===== src/rtl/raw_pkg.sv =====
`timescale 1ns/1ps
// Shared widths, the format type and per-format group geometry for the raw unpacker.
package raw_pkg;
    localparam int BYTE_W  = 8;
    localparam int PIX_W   = 16;
    localparam int MODE_W  = 3;
    localparam int MAX_GRP = 5;                       // bytes in the largest group
    localparam int MAX_PIX = 4;                       // pixels in the largest group
    localparam int CNT_W   = $clog2(MAX_GRP + 1);
    localparam int IDX_W   = $clog2(MAX_PIX);

    typedef enum logic [1:0] {
        FMT_RAW8  = 2'd0,
        FMT_RAW10 = 2'd1,
        FMT_RAW12 = 2'd2,
        FMT_LE16  = 2'd3
    } fmt_e;

    // Map the mode input to a format; unknown codes fall back to raw8.
    function automatic fmt_e fmt_decode(input logic [MODE_W-1:0] m);
        case (m)
            3'd1:    return FMT_RAW10;
            3'd2:    return FMT_RAW12;
            3'd3:    return FMT_LE16;
            default: return FMT_RAW8;
        endcase
    endfunction

    // Number of bytes forming one group in a format.
    function automatic logic [CNT_W-1:0] grp_len(input fmt_e f);
        case (f)
            FMT_RAW10: return CNT_W'(5);
            FMT_RAW12: return CNT_W'(3);
            FMT_LE16:  return CNT_W'(2);
            default:   return CNT_W'(1);
        endcase
    endfunction

    // Index of the last pixel a group yields.
    function automatic logic [IDX_W-1:0] grp_last(input fmt_e f);
        case (f)
            FMT_RAW10: return IDX_W'(3);
            FMT_RAW12: return IDX_W'(1);
            default:   return IDX_W'(0);
        endcase
    endfunction
endpackage


===== src/rtl/raw_group_collect.sv =====
`timescale 1ns/1ps
// Gathers input bytes into one complete group for the selected format.
// Assumes mode is steady while a group is being collected; the format is
// captured with the group when its last byte arrives. A start-of-line byte
// always lands in slot 0, dropping any unfinished group.
module raw_group_collect
    import raw_pkg::*;
(
    input  logic                           clk,
    input  logic                           rst_n,
    input  logic                           enable,
    input  logic [MODE_W-1:0]              mode_i,
    input  logic                           in_valid,
    input  logic [BYTE_W-1:0]              in_data,
    input  logic                           in_sol,
    output logic                           in_ready,
    input  logic                           take,
    output logic                           grp_full,
    output fmt_e                           grp_fmt,
    output logic [MAX_GRP-1:0][BYTE_W-1:0] grp_bytes
);
    logic [BYTE_W-1:0] byte_q [MAX_GRP];
    logic [CNT_W-1:0]  cnt_q;
    logic              full_q;
    fmt_e              fmt_q;
    fmt_e              fmt_now;
    logic [CNT_W-1:0]  len_now;
    logic [CNT_W-1:0]  base;
    logic [CNT_W-1:0]  nxt;
    logic              acc;

    // Decode the format and the slot the next byte goes to.
    always_comb begin
        fmt_now  = fmt_decode(mode_i);
        len_now  = grp_len(fmt_now);
        in_ready = enable && (!full_q || take);
        acc      = in_valid && in_ready;
        base     = in_sol ? '0 : cnt_q;
        nxt      = base + CNT_W'(1);
    end

    // Track the fill count, the full flag and the captured format.
    always_ff @(posedge clk) begin
        if (!rst_n) begin
            cnt_q  <= '0;
            full_q <= 1'b0;
            fmt_q  <= FMT_RAW8;
        end else begin
            if (take) full_q <= 1'b0;
            if (acc) begin
                if (nxt == len_now) begin
                    full_q <= 1'b1;
                    cnt_q  <= '0;
                    fmt_q  <= fmt_now;
                end else begin
                    cnt_q <= nxt;
                end
            end
        end
    end

    for (genvar gi = 0; gi < MAX_GRP; gi++) begin : g_lane
        // Store the accepted byte into its slot.
        always_ff @(posedge clk) begin
            if (!rst_n)
                byte_q[gi] <= '0;
            else if (acc && base == CNT_W'(gi))
                byte_q[gi] <= in_data;
        end
        assign grp_bytes[gi] = byte_q[gi];
    end

    assign grp_full = full_q;
    assign grp_fmt  = fmt_q;

    AST_FROZEN_OFF: assert property (@(posedge clk) disable iff (!rst_n)
        !enable |=> ($stable(cnt_q) && $stable(full_q)));

    AST_SOL_RESTART: assert property (@(posedge clk) disable iff (!rst_n)
        (in_valid && in_ready && in_sol && len_now > CNT_W'(1)) |=> (cnt_q == CNT_W'(1)));
endmodule


===== src/rtl/raw_pixel_extract.sv =====
`timescale 1ns/1ps
// Pure combinational pick of one pixel from a stored group.
// Assumes idx never exceeds the last pixel index of the format.
module raw_pixel_extract
    import raw_pkg::*;
(
    input  fmt_e                           fmt,
    input  logic [MAX_GRP-1:0][BYTE_W-1:0] bytes,
    input  logic [IDX_W-1:0]               idx,
    output logic [PIX_W-1:0]               pixel,
    output logic                           wide
);
    // Select the high part and low bits of the requested pixel.
    always_comb begin
        wide = 1'b1;
        case (fmt)
            FMT_RAW10: pixel = {6'b0, bytes[idx], bytes[4][{idx, 1'b0} +: 2]};
            FMT_RAW12: pixel = {4'b0, bytes[idx[0]], bytes[2][{idx[0], 2'b00} +: 4]};
            FMT_LE16:  pixel = {bytes[1], bytes[0]};
            default: begin
                pixel = {8'b0, bytes[0]};
                wide  = 1'b0;
            end
        endcase
    end
endmodule


===== src/rtl/raw_pixel_emit.sv =====
`timescale 1ns/1ps
// Holds one group and hands out its pixels one per transfer.
// Takes the next group when idle or on the transfer of its last pixel,
// so back-to-back groups leave without a bubble.
module raw_pixel_emit
    import raw_pkg::*;
(
    input  logic                           clk,
    input  logic                           rst_n,
    input  logic                           enable,
    input  logic                           grp_full,
    input  fmt_e                           grp_fmt,
    input  logic [MAX_GRP-1:0][BYTE_W-1:0] grp_bytes,
    output logic                           take,
    input  logic                           out_ready,
    output logic                           out_valid,
    output logic [PIX_W-1:0]               out_pixel,
    output logic                           out_wide
);
    logic                           busy_q;
    logic [IDX_W-1:0]               idx_q;
    fmt_e                           fmt_q;
    logic [MAX_GRP-1:0][BYTE_W-1:0] bytes_q;
    logic                           fire;
    logic                           last;

    // Handshake and group hand-over decisions.
    always_comb begin
        out_valid = busy_q && enable;
        fire      = out_valid && out_ready;
        last      = (idx_q == grp_last(fmt_q));
        take      = enable && grp_full && (!busy_q || (fire && last));
    end

    // Load a group or step to its next pixel.
    always_ff @(posedge clk) begin
        if (!rst_n) begin
            busy_q  <= 1'b0;
            idx_q   <= '0;
            fmt_q   <= FMT_RAW8;
            bytes_q <= '0;
        end else if (take) begin
            busy_q  <= 1'b1;
            idx_q   <= '0;
            fmt_q   <= grp_fmt;
            bytes_q <= grp_bytes;
        end else if (fire) begin
            if (last) busy_q <= 1'b0;
            else      idx_q  <= idx_q + IDX_W'(1);
        end
    end

    raw_pixel_extract u_extract (
        .fmt   (fmt_q),
        .bytes (bytes_q),
        .idx   (idx_q),
        .pixel (out_pixel),
        .wide  (out_wide)
    );

    AST_HOLD_STABLE: assert property (@(posedge clk) disable iff (!rst_n)
        (out_valid && !out_ready) |=> (!enable || (out_valid && $stable(out_pixel) && $stable(out_wide))));

    AST_IDX_RANGE: assert property (@(posedge clk) disable iff (!rst_n)
        busy_q |-> (idx_q <= grp_last(fmt_q)));

    AST_NARROW_RAW8: assert property (@(posedge clk) disable iff (!rst_n)
        (out_valid && !out_wide) |-> (out_pixel[PIX_W-1:BYTE_W] == '0));
endmodule


===== src/rtl/raw_unpacker.sv =====
`timescale 1ns/1ps
// Top of the packed raw pixel unpacker: byte stream in, pixel stream out.
// Assumes mode changes only between lines.
module raw_unpacker
    import raw_pkg::*;
(
    input  logic              clk,
    input  logic              rst_n,
    input  logic              enable,
    input  logic [MODE_W-1:0] mode,
    input  logic              in_valid,
    output logic              in_ready,
    input  logic [BYTE_W-1:0] in_data,
    input  logic              in_sol,
    output logic              out_valid,
    input  logic              out_ready,
    output logic [PIX_W-1:0]  out_pixel,
    output logic              out_wide
);
    logic                           take;
    logic                           grp_full;
    fmt_e                           grp_fmt;
    logic [MAX_GRP-1:0][BYTE_W-1:0] grp_bytes;

    raw_group_collect u_collect (
        .clk       (clk),
        .rst_n     (rst_n),
        .enable    (enable),
        .mode_i    (mode),
        .in_valid  (in_valid),
        .in_data   (in_data),
        .in_sol    (in_sol),
        .in_ready  (in_ready),
        .take      (take),
        .grp_full  (grp_full),
        .grp_fmt   (grp_fmt),
        .grp_bytes (grp_bytes)
    );

    raw_pixel_emit u_emit (
        .clk       (clk),
        .rst_n     (rst_n),
        .enable    (enable),
        .grp_full  (grp_full),
        .grp_fmt   (grp_fmt),
        .grp_bytes (grp_bytes),
        .take      (take),
        .out_ready (out_ready),
        .out_valid (out_valid),
        .out_pixel (out_pixel),
        .out_wide  (out_wide)
    );

    AST_OFF_QUIET: assert property (@(posedge clk) disable iff (!rst_n)
        !enable |-> (!in_ready && !out_valid));
endmodule


===== config.mk =====
export PLATFORM = sky130hd
export DESIGN_NAME = raw_unpacker
export DESIGN_NICKNAME = d
export VERILOG_FILES = /design/src/rtl/raw_pkg.sv /design/src/rtl/raw_group_collect.sv /design/src/rtl/raw_pixel_extract.sv /design/src/rtl/raw_pixel_emit.sv /design/src/rtl/raw_unpacker.sv
export SDC_FILE = /design/constraint.sdc
export NUM_CORES = 1
export LEC_CHECK = 0
export ABC_CLOCK_PERIOD_IN_PS = 5000
export BUFFER_PORTS_ARGS = -buffer_cell sky130_fd_sc_hd__buf_2
export CAP_MARGIN = 20
export CELL_PAD_IN_SITES_DETAIL_PLACEMENT = 1
export CELL_PAD_IN_SITES_GLOBAL_PLACEMENT = 2
export CORE_MARGIN = 2
export CORE_UTILIZATION = 42
export DETAILED_ROUTE_END_ITERATION = 8
export PLACE_DENSITY_LB_ADDON = 0.1
export SLEW_MARGIN = 10
export SYNTH_ARGS = -nofsm -noshare
export SYNTH_HDL_FRONTEND = slang
export SYNTH_SLANG_ARGS = --single-unit

===== constraint.sdc =====
create_clock -name clk -period 5 [get_ports clk]
set_input_delay 0.5 -clock clk [delete_from_list [all_inputs] [get_ports clk]]
set_output_delay 0.5 -clock clk [all_outputs]
set_load 0.005 [all_outputs]

# After elaboration in Yosys (flattened, before gate mapping)
# Memories as Yosys holds them, arrays and structs flattened. A register that Yosys moved wholly into a read port is not among the register bits.
# Index checks and enable logic that the tools add are counted.
# word_totals
in_bits,17
out_inout_bits,19
regBits,11
ramBits,40
memories,1
word_cells,102
# classes
n_eq_ne,15
order_cmp,2
n_shift,2
n_addsub,2
n_bitwise,7
n_mux,38
n_reduce_logical,29
# memory_table
memory,words,word_bits,read_ports,rd_ports_with_merged_regs,write_ports,line,text
u_collect.byte_q,5,8,5,5,5,raw_group_collect.sv:22,logic [BYTE_W-1:0] byte_q [MAX_GRP];
# ops
op,count
$mux 8,8
$pmux 16 s3,1
$mux 1,23
$bmux 8 s2,1
$eq 3x2->1 const B,4
$logic_and 1x1->1,12
$pmux 3 s3,1
$eq 2x2->1 const B,4
$shiftx 8x4->2,1
$shiftx 8x4->4,1
$logic_not 1->1,7
$eq 3x1->1 const B,2
$mux 3,2
$pmux 2 s3,1
$reduce_and 2->1,3
$or 1x1->1,5
$eq 2x1->1 const B,2
$lt 1x4->1 const B,1
$lt 2x4->1 const B,1
$pmux 2 s2,1
$reduce_bool 2->1,2
$add 3x1->3 const B,1
$eq 3x3->1,1
$eq 3x3->1 const B,1
7 further kinds,9

# Logic depth before layout (Yosys ltp)
# logic_depth
word_depth,14
depth_mapped,9
mapped_depth_nobuf,9

# Modules after synthesis
# From an unflattened synthesis, not the netlist that was laid out.
# unflattened
hier_cells,435
area_unflattened_um2,4468.0
# by_module_without_submodules
mod,area_each_um2,cells_per_inst,n_inst,seq_area_each_um2
raw_group_collect,2001.9,140,1,1321.3
raw_pixel_emit,1764.2,211,1,900.9
raw_pixel_extract,701.9,84,1,0.0

# Least setup slack after synthesis
# Ideal clock, no wire load.
# synth_timing
kind,input-to-reg
from,input port in_sol
to,register u_collect.cnt_q[1]
slack_ns,2.769
arrival_time_ns,2.117
setup_ns,0.115
cell_stages,7
path_cell_list,nor2b_1 > ha_1 > ha_1 > or4_1 > o21ai_2 > nor3b_1 > o21a_1
# synth_via
elab_chain_len,4
# synth_rtl
item,line,text
from (decl),raw_unpacker.sv:14,"input logic in_sol,"
$mux 3 (*),raw_group_collect.sv:38,base = in_sol ? '0 : cnt_q;
$add 3x1->3 (*),raw_group_collect.sv:39,nxt = base + CNT_W'(1);
$eq 3x3->1,raw_group_collect.sv:51,if (nxt == len_now) begin
$mux 3 (*),raw_group_collect.sv:51,
to (signal assigned),raw_group_collect.sv:56,cnt_q <= nxt;
to (decl),raw_group_collect.sv:23,logic [CNT_W-1:0] cnt_q;
# Every way passes the cells marked *; elsewhere a longest branch is shown, timed or not.
# A chain may end at the register's enable or synchronous reset.

# Worst setup path in the final report
# layout_timing
from,register u_emit.idx_q[0]
to,output port out_pixel[1]
# layout_via
elab_chain_len,2
# layout_rtl
item,line,text
from (decl),raw_pixel_emit.sv:21,logic [IDX_W-1:0] idx_q;
from (signal assigned),raw_pixel_emit.sv:49,else idx_q <= idx_q + IDX_W'(1);
$shiftx 8x4->4 / $shiftx 8x4->2 (equally long branches),"raw_pixel_extract.sv:18, raw_pixel_extract.sv:17",
$pmux 16 s3 (*),raw_pixel_extract.sv:16,case (fmt)
to (decl),raw_unpacker.sv:17,"output logic [PIX_W-1:0] out_pixel,"
# Marks and branches as above.

==> results.py <==
metrics = {
    "run_status": {
        "status": "complete, no violations",
    },
    "placement": {
        "gp_congestion": 0.767,
        "dp_hpwl_mm": 7.87,
        "io_buffer_count": 35,
        "dpl_worst_slack_ns": 2.23,
    },
    "critical_path": {
        "crit_end": "out_pixel[1]",
        "crit_path_start": "u_emit.idx_q[0]",
        "cp-end-kind": "primary output",
        "r2r.worst_path.cells": 7,
        "r2r_end": "u_emit.bytes_q[24]",
        "cp.required_ns": 4.50,
        "cp-start-kind": "flip-flop",
        "critical_path_class": "reg -> out",
        "reg2reg_from": "u_emit.fmt_q[1]",
        "crit_fanout": 15,
        "critPathArrivalTime_ns": 2.59,
        "r2r_slack_ns": 2.23,
    },
    "clock_tree": {
        "cts_buffers": 9,
        "cts_root_buf": "clkbuf_8",
        "clock-sinks": 91,
        "hold_buffers": 0,
        "htreeDepth": 3,
        "post_cts_buffers": 0,
        "clkSlewWorstSetupHoldPaths_ns": 0.09,
        "tritoncts": "yes",
        "cts-resized-gates": 0,
        "clk_latency_ns": 0.36,
        "clockBufferDepth": 2,
    },
    "final_layout": {
        "mostFrequentLayoutCells": "nand2_1 (107), dfxtp_1 (51), and2_1 (45)",
        "final_common_cell": "nand2_1",
        "regArea_um2": 2220,
        "fin_util_pct": 47.3,
        "nNetsFinal": 492,
        "drive_gt1_share_pct": 16.6,
        "antenna_cells": 0,
        "nFillCells": 1198,
        "synthToLayoutAreaGrowth_pct": 9.82,
        "multi_input_area_um2": 2050,
    },
    "timing": {
        "fmax_mhz": 324,
        "layout_min_cycle_time_ns": 3.09,
        "finalSetupTns_ns": 0,
        "drv_slew": 0,
        "grt_setup_unrepaired": "false",
        "tightestPinTransition_ns": 1.04,
        "timing.slew.headroom_pct": 30.8,
        "setup_ws_ns": 1.91,
        "post-route-period-util_pct": 61.7,
        "hold_viol": 0,
        "finalSetupViolCount": 0,
        "finClkSkew_ns": 0.00950,
        "whs_ns": 0.459,
    },
    "hold_path": {
        "hold-path-cell-count": 3,
        "hp-class": "in -> reg",
        "min_from": "mode[1]",
    },
    "pwr": {
        "power_density_nw_per_um2": 295,
        "power.leakage_nw": 1.80,
        "ir_drop_v": 0.000169,
        "total_power_mw": 1.44,
    },
    "global_routing": {
        "grt_pass1_vias": 3199,
        "track_usage_pct": 20.5,
        "antenna_found_initial": 0,
        "grt_pass1_wl_mm": 17.5,
        "grt_max_degree": 65,
        "globalRouteOverflowTotal": 0,
    },
    "detailed_routing": {
        "routed_wl_mm": 10.8,
        "drc": 0,
        "ant_nets": 0,
        "firstDrtPassIters": 5,
        "via_per_inst": 5.22,
        "dr.first_iter.drc_count": 97,
        "detail_route.wl_per_cell_um": 17.8,
        "vias": 3168,
    },
    "die": {
        "ios": 36,
        "die_area_um2": 11400,
        "start_util_pct": 43.1,
        "die_h_um": 107,
        "die_width_um": 107,
        "row_count": 37,
        "coreArea_um2": 10300,
    },
    "flow_run": {
        "cap_violations": 0,
    },
    "logic_synthesis": {
        "synth_top_area_cell": "edfxtp_1",
        "synth_edf_count": 40,
        "synth_nets": 470,
        "syn_avg_cell_area_um2": 10.0,
        "synth_top_area_share_pct": 27.0,
        "ys_warn_count": 0,
        "syn_area_um2": 4450,
        "async_flop_share_pct": 0,
        "yosysUniqueCellTypes": 50,
        "yosysSeqAreaShare_pct": 50.0,
        "ys_top_cells_by_area": "edfxtp_1 (27%), dfxtp_1 (23%), nand2_1 (9.0%)",
        "ys.flop_type": "dfxtp_1",
        "ys_ff_latch": 91,
        "synthCells": 444,
    },
}
-- final cells by class --
type	instances	area share [%]
flip-flops and latches	91	45.5
multi-input cells	320	42.0
repair buffers	37	3.89
well taps	136	3.48
clock buffers	12	3.41
clock inverters	4	1.13
inverters	7	0.538
-- worst max-delay path, cell delays in order (launching register included) --
cell     delay, ns
dfxtp_1       0.88
buf_4         0.35
mux4_2        0.52
a22oi_1       0.20
o21ai_0       0.12
buf_2         0.16
-- kinds of logic (layout without fill, tap and decap cells) --
family / Yosys count / in the layout / synth area share, %
simple gates: 195 / 195 / 21.7
flops: 91 / 91 / 50.0
compound gates: 88 / 88 / 14.4
buf+inv: 33 / 60 / 3.85
mux: 24 / 24 / 6.30
fa+ha+maj: 9 / 9 / 2.53
xor+xnor: 4 / 4 / 1.21
-- Yosys cell counts (all sizes together) (6+ instances only) --
cell type / instances
nor2: 12
dfxtp: 51
and2: 45
a21oi: 9
inv: 7
o21ai: 13
edfxtp: 40
mux2: 12
ha: 9
nand2: 108
a21boi: 44
a22oi: 10
buf: 15
nand3: 6
mux2i: 10
clkbuf: 11
-- layer usage --
metal / global-route usage, % / vias to the layer above / wire, um
li1: - / 1576 / -
met2: 31.9 / 55 / 4760
met4: 5.84 / 0 / 113
met1: 29.4 / 1526 / 5620
met3: 3.71 / 11 / 320
met5: 0 / - / 0
-- per-stage QoR --
stage | instance area, um^2 | std cells
after CTS | 4880 | 607
after detailed placement | 4660 | 591
final | 4880 | 607
after global placement | 4660 | 591
after floorplan | 4450 | 444
after global routing | 4880 | 607
-- flip-flops by register name (all words and copies together) (netlist names) --
register and cells:
u_emit.busy_q 1, u_collect.byte_q 40, u_emit.fmt_q 2, u_emit.bytes_q 40
u_collect.grp_full 1, u_collect.cnt_q 3, u_emit.idx_q 2, u_collect.grp_fmt 2
-- worst min path at each step --
stage,endpoint,slack (ns)
3_5_place_dp,u_emit.fmt_q[0],0.46
5_1_grt,u_collect.grp_fmt[1],0.47
2_1_floorplan,u_emit.fmt_q[1],0.43
3_3_place_gp,u_emit.fmt_q[0],0.45
6_report,u_collect.grp_fmt[1],0.46
4_1_cts,u_collect.grp_fmt[1],0.44
-- power by group --
group	leakage [nW]	switching [mW]	internal [mW]
sequential	0.828	0.0124	0.796
combinational	0.860	0.0542	0.0296
clock	0.109	0.268	0.279
Note: power is estimated with default switching activity, not from simulation.
